### src/rtl/imd_pkg.sv
package imd_pkg;
  parameter int PIX_W = 8;
  parameter int LAM_W = 8;
  parameter int N4    = 9;
  parameter int N16   = 4;
  parameter int NCH   = 4;
  parameter int B16   = 16;
  parameter int BCH   = 8;

  localparam int DIF_W  = PIX_W + 1;
  localparam int ROW_W  = DIF_W + 2;
  localparam int COL_W  = ROW_W + 2;
  localparam int ACC_W  = COL_W + 3;
  localparam int SATD_W = ACC_W - 1;
  localparam int COST_W = SATD_W + 5;
  localparam int DEC_W  = COST_W + 2;
  localparam int M4_W   = $clog2(N4);
  localparam int M16_W  = $clog2(N16);
  localparam int MCH_W  = $clog2(NCH);
  localparam int BLK_W  = $clog2(B16);

  typedef enum logic [2:0] {PH_IDLE, PH_L4, PH_L16, PH_CH, PH_DEC} phase_e;

  function automatic logic [COL_W-1:0] abs_col(input logic signed [COL_W-1:0] x);
    return x[COL_W-1] ? COL_W'(-x) : COL_W'(x);
  endfunction
endpackage

### src/rtl/imd_satd4x4.sv
module imd_satd4x4
  import imd_pkg::*;
(
  input  logic                    clk_i,
  input  logic                    rst_ni,
  input  logic                    load_i,
  input  logic [16*PIX_W-1:0]     cur_i,
  input  logic [16*PIX_W-1:0]     pred_i,
  output logic                    res_valid_o,
  output logic [SATD_W-1:0]       res_o
);
  logic signed [DIF_W-1:0] d_q [4][4];
  logic signed [ROW_W-1:0] h_q [4][4];
  logic [2:0]        cnt_q;
  logic              run_q;
  logic [ACC_W-1:0]  acc_q;
  logic [1:0]        sel;

  assign sel = cnt_q[1:0];

  // stage 1: horizontal transform of one row
  logic signed [ROW_W-1:0] ra [4];
  logic signed [ROW_W-1:0] ro [4];
  // stage 2: vertical transform of one column
  logic signed [COL_W-1:0] ca [4];
  logic signed [COL_W-1:0] co [4];
  logic [ACC_W-1:0] col_sum;

  always_comb begin
    for (int k = 0; k < 4; k++) begin
      ra[k] = ROW_W'(d_q[sel][k]);
      ca[k] = COL_W'(h_q[k][sel]);
    end
    ro[0] = ra[0] + ra[1] + ra[2] + ra[3];
    ro[1] = ra[0] + ra[1] - ra[2] - ra[3];
    ro[2] = ra[0] - ra[1] - ra[2] + ra[3];
    ro[3] = ra[0] - ra[1] + ra[2] - ra[3];
    co[0] = ca[0] + ca[1] + ca[2] + ca[3];
    co[1] = ca[0] + ca[1] - ca[2] - ca[3];
    co[2] = ca[0] - ca[1] - ca[2] + ca[3];
    co[3] = ca[0] - ca[1] + ca[2] - ca[3];
    col_sum = '0;
    for (int k = 0; k < 4; k++) col_sum = col_sum + ACC_W'(abs_col(co[k]));
  end

  logic [ACC_W-1:0] acc_nxt;
  assign acc_nxt = acc_q + col_sum;

  always_ff @(posedge clk_i or negedge rst_ni) begin
    if (!rst_ni) begin
      for (int r = 0; r < 4; r++)
        for (int c = 0; c < 4; c++) begin
          d_q[r][c] <= '0;
          h_q[r][c] <= '0;
        end
      cnt_q       <= '0;
      run_q       <= 1'b0;
      acc_q       <= '0;
      res_valid_o <= 1'b0;
      res_o       <= '0;
    end else begin
      res_valid_o <= 1'b0;
      if (load_i) begin
        for (int r = 0; r < 4; r++)
          for (int c = 0; c < 4; c++)
            d_q[r][c] <= $signed({1'b0, cur_i[(4*r+c)*PIX_W +: PIX_W]})
                       - $signed({1'b0, pred_i[(4*r+c)*PIX_W +: PIX_W]});
        cnt_q <= '0;
        run_q <= 1'b1;
        acc_q <= '0;
      end else if (run_q) begin
        cnt_q <= cnt_q + 3'd1;
        if (!cnt_q[2]) begin
          for (int k = 0; k < 4; k++) h_q[sel][k] <= ro[k];
        end else begin
          acc_q <= acc_nxt;
          if (cnt_q == 3'd7) begin
            run_q       <= 1'b0;
            res_valid_o <= 1'b1;
            res_o       <= SATD_W'(acc_nxt >> 1);
          end
        end
      end
    end
  end
endmodule

### src/rtl/imd_min_track.sv
module imd_min_track
  import imd_pkg::*;
#(
  parameter int IDX_W = 4
) (
  input  logic              clk_i,
  input  logic              rst_ni,
  input  logic              valid_i,
  input  logic              first_i,
  input  logic [COST_W-1:0] cost_i,
  input  logic [IDX_W-1:0]  idx_i,
  output logic [COST_W-1:0] best_cost_o,
  output logic [IDX_W-1:0]  best_idx_o
);
  // strict compare keeps the earlier index on ties
  always_ff @(posedge clk_i or negedge rst_ni) begin
    if (!rst_ni) begin
      best_cost_o <= '0;
      best_idx_o  <= '0;
    end else if (valid_i && (first_i || cost_i < best_cost_o)) begin
      best_cost_o <= cost_i;
      best_idx_o  <= idx_i;
    end
  end
endmodule

### src/rtl/imd_final_cmp.sv
module imd_final_cmp
  import imd_pkg::*;
(
  input  logic              clk_i,
  input  logic              rst_ni,
  input  logic              start_i,
  input  logic [LAM_W-1:0]  lambda_i,
  input  logic [COST_W-1:0] cost4_i,
  input  logic [COST_W-1:0] cost16_i,
  output logic              valid_o,
  output logic              use16_o
);
  logic [2:0]              step_q;
  logic                    act_q;
  logic signed [DEC_W-1:0] pen_q;
  logic signed [DEC_W-1:0] op_a, op_b, sum;
  logic                    sub;

  // one adder shared by all five steps
  always_comb begin
    op_a = pen_q;
    op_b = DEC_W'({lambda_i, 3'b000});
    sub  = 1'b0;
    case (step_q)
      3'd0:    op_a = '0;
      3'd3:    op_b = DEC_W'(cost4_i);
      3'd4: begin
        op_a = DEC_W'(cost16_i);
        op_b = pen_q;
        sub  = 1'b1;
      end
      default: ;
    endcase
    sum = op_a + (sub ? ~op_b : op_b) + DEC_W'(sub);
  end

  always_ff @(posedge clk_i or negedge rst_ni) begin
    if (!rst_ni) begin
      step_q  <= '0;
      act_q   <= 1'b0;
      pen_q   <= '0;
      valid_o <= 1'b0;
      use16_o <= 1'b0;
    end else begin
      valid_o <= 1'b0;
      if (start_i) begin
        act_q  <= 1'b1;
        step_q <= '0;
      end else if (act_q) begin
        step_q <= step_q + 3'd1;
        if (step_q == 3'd4) begin
          use16_o <= sum[DEC_W-1];
          valid_o <= 1'b1;
          act_q   <= 1'b0;
        end else begin
          pen_q <= sum;
        end
      end
    end
  end
endmodule

### src/rtl/intra_mode_decide.sv
module intra_mode_decide
  import imd_pkg::*;
(
  input  logic                  clk_i,
  input  logic                  rst_ni,
  input  logic                  start_i,
  input  logic [LAM_W-1:0]      lambda_i,
  input  logic                  blk_valid_i,
  output logic                  blk_ready_o,
  input  logic [16*PIX_W-1:0]   cur_blk_i,
  input  logic [16*PIX_W-1:0]   pred_blk_i,
  output logic                  done_o,
  output logic                  use16_o,
  output logic [B16*4-1:0]      l4_modes_o,
  output logic [M16_W-1:0]      l16_mode_o,
  output logic [MCH_W-1:0]      ch_mode_o,
  output logic [COST_W-1:0]     cost4_o,
  output logic [COST_W-1:0]     cost16_o,
  output logic [COST_W-1:0]     cost_ch_o
);
  phase_e             phase_q;
  logic [BLK_W-1:0]   blk_q;
  logic [3:0]         mode_q;
  logic               busy_q;
  logic [LAM_W-1:0]   lam_q;
  logic [COST_W-1:0]  tot4_q, acc16_q, accch_q;
  logic               l4_end_q;
  logic [BLK_W-1:0]   l4_blk_q;
  logic [B16*4-1:0]   l4_modes_q;
  logic               cmp_start_q;

  logic               accept, res_v;
  logic [SATD_W-1:0]  satd;
  logic [COST_W-1:0]  satd_x;
  logic               in_run;

  assign in_run      = (phase_q == PH_L4) || (phase_q == PH_L16) || (phase_q == PH_CH);
  assign blk_ready_o = in_run && !busy_q;
  assign accept      = blk_valid_i && blk_ready_o;
  assign satd_x      = COST_W'(satd);

  imd_satd4x4 u_satd (
    .clk_i, .rst_ni,
    .load_i      (accept),
    .cur_i       (cur_blk_i),
    .pred_i      (pred_blk_i),
    .res_valid_o (res_v),
    .res_o       (satd)
  );

  logic               last4_m, last16_b, lastch_b;
  assign last4_m  = (mode_q == 4'(N4 - 1));
  assign last16_b = (blk_q == BLK_W'(B16 - 1));
  assign lastch_b = (blk_q == BLK_W'(BCH - 1));

  logic [COST_W-1:0]  b4_cost, b16_cost, bch_cost;
  logic [M4_W-1:0]    b4_idx;
  logic [M16_W-1:0]   b16_idx;
  logic [MCH_W-1:0]   bch_idx;

  imd_min_track #(.IDX_W(M4_W)) u_min4 (
    .clk_i, .rst_ni,
    .valid_i     (res_v && phase_q == PH_L4),
    .first_i     (mode_q == 4'd0),
    .cost_i      (satd_x),
    .idx_i       (mode_q[M4_W-1:0]),
    .best_cost_o (b4_cost),
    .best_idx_o  (b4_idx)
  );

  imd_min_track #(.IDX_W(M16_W)) u_min16 (
    .clk_i, .rst_ni,
    .valid_i     (res_v && phase_q == PH_L16 && last16_b),
    .first_i     (mode_q == 4'd0),
    .cost_i      (acc16_q + satd_x),
    .idx_i       (mode_q[M16_W-1:0]),
    .best_cost_o (b16_cost),
    .best_idx_o  (b16_idx)
  );

  imd_min_track #(.IDX_W(MCH_W)) u_minch (
    .clk_i, .rst_ni,
    .valid_i     (res_v && phase_q == PH_CH && lastch_b),
    .first_i     (mode_q == 4'd0),
    .cost_i      (accch_q + satd_x),
    .idx_i       (mode_q[MCH_W-1:0]),
    .best_cost_o (bch_cost),
    .best_idx_o  (bch_idx)
  );

  logic cmp_valid, cmp_use16;

  imd_final_cmp u_cmp (
    .clk_i, .rst_ni,
    .start_i  (cmp_start_q),
    .lambda_i (lam_q),
    .cost4_i  (tot4_q),
    .cost16_i (b16_cost),
    .valid_o  (cmp_valid),
    .use16_o  (cmp_use16)
  );

  // search sequencer
  always_ff @(posedge clk_i or negedge rst_ni) begin
    if (!rst_ni) begin
      phase_q     <= PH_IDLE;
      blk_q       <= '0;
      mode_q      <= '0;
      busy_q      <= 1'b0;
      lam_q       <= '0;
      acc16_q     <= '0;
      accch_q     <= '0;
      cmp_start_q <= 1'b0;
    end else begin
      cmp_start_q <= 1'b0;
      if (accept) busy_q <= 1'b1;
      if (res_v)  busy_q <= 1'b0;
      case (phase_q)
        PH_IDLE: if (start_i) begin
          phase_q <= PH_L4;
          blk_q   <= '0;
          mode_q  <= '0;
          lam_q   <= lambda_i;
        end
        PH_L4: if (res_v) begin
          if (last4_m) begin
            mode_q <= '0;
            blk_q  <= blk_q + 1'b1;
            if (last16_b) phase_q <= PH_L16;
          end else begin
            mode_q <= mode_q + 4'd1;
          end
        end
        PH_L16: if (res_v) begin
          acc16_q <= (blk_q == '0) ? satd_x : acc16_q + satd_x;
          if (last16_b) begin
            blk_q  <= '0;
            mode_q <= mode_q + 4'd1;
            if (mode_q == 4'(N16 - 1)) begin
              mode_q  <= '0;
              phase_q <= PH_CH;
            end
          end else begin
            blk_q <= blk_q + 1'b1;
          end
        end
        PH_CH: if (res_v) begin
          accch_q <= (blk_q == '0) ? satd_x : accch_q + satd_x;
          if (lastch_b) begin
            blk_q  <= '0;
            mode_q <= mode_q + 4'd1;
            if (mode_q == 4'(NCH - 1)) begin
              mode_q      <= '0;
              phase_q     <= PH_DEC;
              cmp_start_q <= 1'b1;
            end
          end else begin
            blk_q <= blk_q + 1'b1;
          end
        end
        PH_DEC: if (cmp_valid) phase_q <= PH_IDLE;
        default: phase_q <= PH_IDLE;
      endcase
    end
  end

  // 4x4 per-block winner accumulation, one cycle after the tracker settles
  always_ff @(posedge clk_i or negedge rst_ni) begin
    if (!rst_ni) begin
      l4_end_q   <= 1'b0;
      l4_blk_q   <= '0;
      tot4_q     <= '0;
      l4_modes_q <= '0;
    end else begin
      l4_end_q <= res_v && phase_q == PH_L4 && last4_m;
      if (res_v) l4_blk_q <= blk_q;
      if (phase_q == PH_IDLE && start_i) begin
        tot4_q <= '0;
      end else if (l4_end_q) begin
        tot4_q <= tot4_q + b4_cost;
        l4_modes_q[4*l4_blk_q +: 4] <= 4'(b4_idx);
      end
    end
  end

  // result registers
  always_ff @(posedge clk_i or negedge rst_ni) begin
    if (!rst_ni) begin
      done_o     <= 1'b0;
      use16_o    <= 1'b0;
      l4_modes_o <= '0;
      l16_mode_o <= '0;
      ch_mode_o  <= '0;
      cost4_o    <= '0;
      cost16_o   <= '0;
      cost_ch_o  <= '0;
    end else begin
      done_o <= cmp_valid;
      if (cmp_valid) begin
        use16_o    <= cmp_use16;
        l4_modes_o <= l4_modes_q;
        l16_mode_o <= b16_idx;
        ch_mode_o  <= bch_idx;
        cost4_o    <= tot4_q;
        cost16_o   <= b16_cost;
        cost_ch_o  <= bch_cost;
      end
    end
  end
endmodule

### config.mk
export PLATFORM = sky130hd
export DESIGN_NAME = intra_mode_decide
export DESIGN_NICKNAME = d
export VERILOG_FILES = /design/src/rtl/imd_pkg.sv /design/src/rtl/imd_satd4x4.sv /design/src/rtl/imd_min_track.sv /design/src/rtl/imd_final_cmp.sv /design/src/rtl/intra_mode_decide.sv
export SDC_FILE = /design/constraint.sdc
export NUM_CORES = 2
export LEC_CHECK = 0
export BUFFER_PORTS_ARGS = -buffer_cell sky130_fd_sc_hd__buf_2
export CAP_MARGIN = 10
export CELL_PAD_IN_SITES_DETAIL_PLACEMENT = 0
export CELL_PAD_IN_SITES_GLOBAL_PLACEMENT = 2
export CORE_ASPECT_RATIO = 0.7
export CORE_MARGIN = 2
export CORE_UTILIZATION = 43
export CTS_CLUSTER_SIZE = 12
export DETAILED_ROUTE_END_ITERATION = 16
export GPL_TIMING_DRIVEN = 0
export PLACE_DENSITY_LB_ADDON = 0.1
export SLEW_MARGIN = 20
export SYNTH_ARGS = -nofsm -noshare
export SYNTH_HDL_FRONTEND = slang
export SYNTH_SLANG_ARGS = --single-unit
export TNS_END_PERCENT = 100
### constraint.sdc
create_clock -name clk_i -period 14.5 [get_ports clk_i]
set_input_delay 2.9 -clock clk_i [delete_from_list [all_inputs] [get_ports clk_i]]
set_output_delay 2.9 -clock clk_i [all_outputs]
set_load 0.01 [all_outputs]
==> metrics <==
Slew Viols, Final 0; sequential area share after synthesis 37.3%; post-CTS sizing 0; CP Launch Type flip-flop; Initial Util 43.2%; Placed Area 52700 um2; PnR worst setup slack 1760 ps; global route overflow 0; CP Data Arrival Time 13250 ps; Remaining DRCs 0; Post-DRT Antenna Nets 0; deepest clock path buffer count 3; CP most frequent cell a21oi_1; clk sinks 723; WP data required 15000 ps; Slew @ Worst Pin 1160 ps; final wirelength 154000 um; most common cell after layout, fill and taps aside dfrtp_1; FFs w/ async S/R, synth 100%; Syn Nets 5704; Layout area overhead 14.0%; layout cells sized above 1 17.4%; clock transition at the registers of the reported paths 70 ps; IO Port Bufs 398; die area 116000 um2; Placed Instances 6800; commonest register cell after synthesis dfrtp_1; final clock skew 23.3 ps; Routed WL per cell 22.2 um; Final Cycle Share 87.9%; CP Capture Type flip-flop; DP HPWL 125000 um; CTS hold repair buffers 0; final hold slack 474 ps; core footprint 112000 um2; detailed-route via count 37.2k; # rows 103; CP max-delay cell buf_1; Detailed Route Iter0 Violations 2667; H-tree Lvls 3; largest net degree at the start of global routing 92; status finished clean; drt pass-1 iters 8; max-cap viol count 0; library cells used by synthesis 76; cells after synthesis 4871; Post-synth EDFFs 0; GRT Total Usage 26.7%; Hold/Removal Path Class reg2reg; die height 285 um; Final Instance Area 55300 um2; CTS Root Cell clkbuf_16; vias in the first global route 36.4k; Fin. Hold Viols 0; slew margin rel. 22.4%; gp weighted congestion 0.867; crit path kind reg2reg; initial antenna violation count 14; vias per std cell 5.37; RSZ-0062 raised after global routing false; TritonCTS clock tree built; Place WS 1930 ps; Die W 405 um; Synth Warn # 0; final cell count without fillers 6936; Reg2Reg Setup Slack 1760 ps; clk_lat worst skew 670 ps; Period minus WS final 12740 ps; setup violators final 0; number of synthesized register bits 723; Ports 399; nets 6192; delay of the slowest cell on the worst path 930 ps; FMAX 78.5 MHz; Mapped Avg Cell Area 9.96 um2; first-pass GRT wire length 231000 um; CP Max Fanout 10; most frequent cells in the layout dfrtp_1 (723), nand2_1 (521), inv_1 (482), o21ai_0 (482), ha_1 (425); synthesized cell area 48500 um2; CTS buffer count 79; Post-CTS Setup Bufs 0
## metal layers
layer	GRT usage, %	up-vias	routed length [um]
li1	-	17700	-
met1	43.8	18500	80800
met2	35.1	911	59800
met3	6.19	155	10800
met4	4.78	20	2560
met5	0	-	132
## kinds of logic (layout without fill, tap and decap cells)
family | Yosys count | in the layout | synth area share, %
buf+inv | 646 | 1186 | 5.07
simple gates | 1085 | 1085 | 10.2
compound gates | 1116 | 1116 | 13.7
other cells | 0 | 3 | 0
flops | 723 | 723 | 37.3
fa+ha+maj | 565 | 565 | 16.7
xor+xnor | 352 | 352 | 6.36
mux | 384 | 384 | 10.7
## stage by stage
| step | utilization [%] | TNS [ps] |
|---|---|---|
| after floorplan | - | 0 |
| after global placement | 46.6 | -4033240 |
| after detailed placement | 46.9 | 0 |
| after CTS | 49.2 | 0 |
| after global routing | 49.2 | 0 |
| final | 49.2 | 0 |
## critical path, delay by kind of cell, from the launching register on
family                     cells  cell delay, ps
muxes                          1             500
AOI/OAI and AO/OA             22            4330
DFF                            1             370
and+or+nand+nor                6             780
xor gates and xnor gates       4            1000
buffers and inverters          7            2730
adders and majority gates      7            2870
## cell type report
class | count | area (um2)
fill | 10800 | 57100
multi-input combinational | 3502 | 28000
sequential | 723 | 18100
clock buffer | 109 | 2290
timing repair buffer | 407 | 2230
tap | 1522 | 1900
inverter | 482 | 1810
buffer | 164 | 658
clock inverter | 24 | 362
antenna | 3 | 7.51
## registers in the layout (all words and copies together) (netlist names), 20 cells and up
signal	flops
l4_modes_o	64
tot4_q	20
accch_q	20
cost16_o	20
u_cmp.pen_q	22
acc16_q	20
u_satd.d_q	144
cost_ch_o	20
u_min16.best_cost_o	20
u_satd.h_q	172
l4_modes_q	64
u_minch.best_cost_o	20
cost4_o	20
## Yosys cell counts, types with 16 or more instances
cell,number,area [um2]
and2_1,21,131
mux4_2,76,1710
o31ai_1,22,165
fa_1,140,2800
o21bai_1,33,248
xnor2_1,241,2110
o21a_1,20,150
nor2_1,187,702
nand2_1,521,1960
mux2i_1,25,250
o22ai_1,23,144
dfrtp_1,723,18100
nand2b_1,46,288
and3_1,37,231
mux2_2,275,3100
buf_1,18,67.6
o21ai_0,482,2410
a21o_1,152,1140
nand4_1,18,113
nor3_1,50,250
a211oi_1,20,150
ha_1,425,5320
nor2b_1,85,532
nand3_1,68,340
clkbuf_1,128,480
buf_2,16,80.1
a21oi_1,245,1230
xor2_1,111,972
inv_1,482,1810
a31oi_1,23,144
## worst paths after layout
check / startpoint / to / cells after the start
min reg2reg: u_satd.h_q[151] / u_satd.h_q[151] / 2
min in group asynchronous: rst_ni / l4_modes_o[50] / 1
max: u_satd.cnt_q[1] / u_satd.acc_q[15] / 47
max reg2reg: u_satd.cnt_q[1] / u_satd.acc_q[15] / 47
min: u_satd.h_q[151] / u_satd.h_q[151] / 2
max in group asynchronous: rst_ni / u_satd.d_q[11] / 5
Power is left out: the tool's default activity adds up to more than one toggle a clock period on the data nets, which glitch-free logic cannot reach.
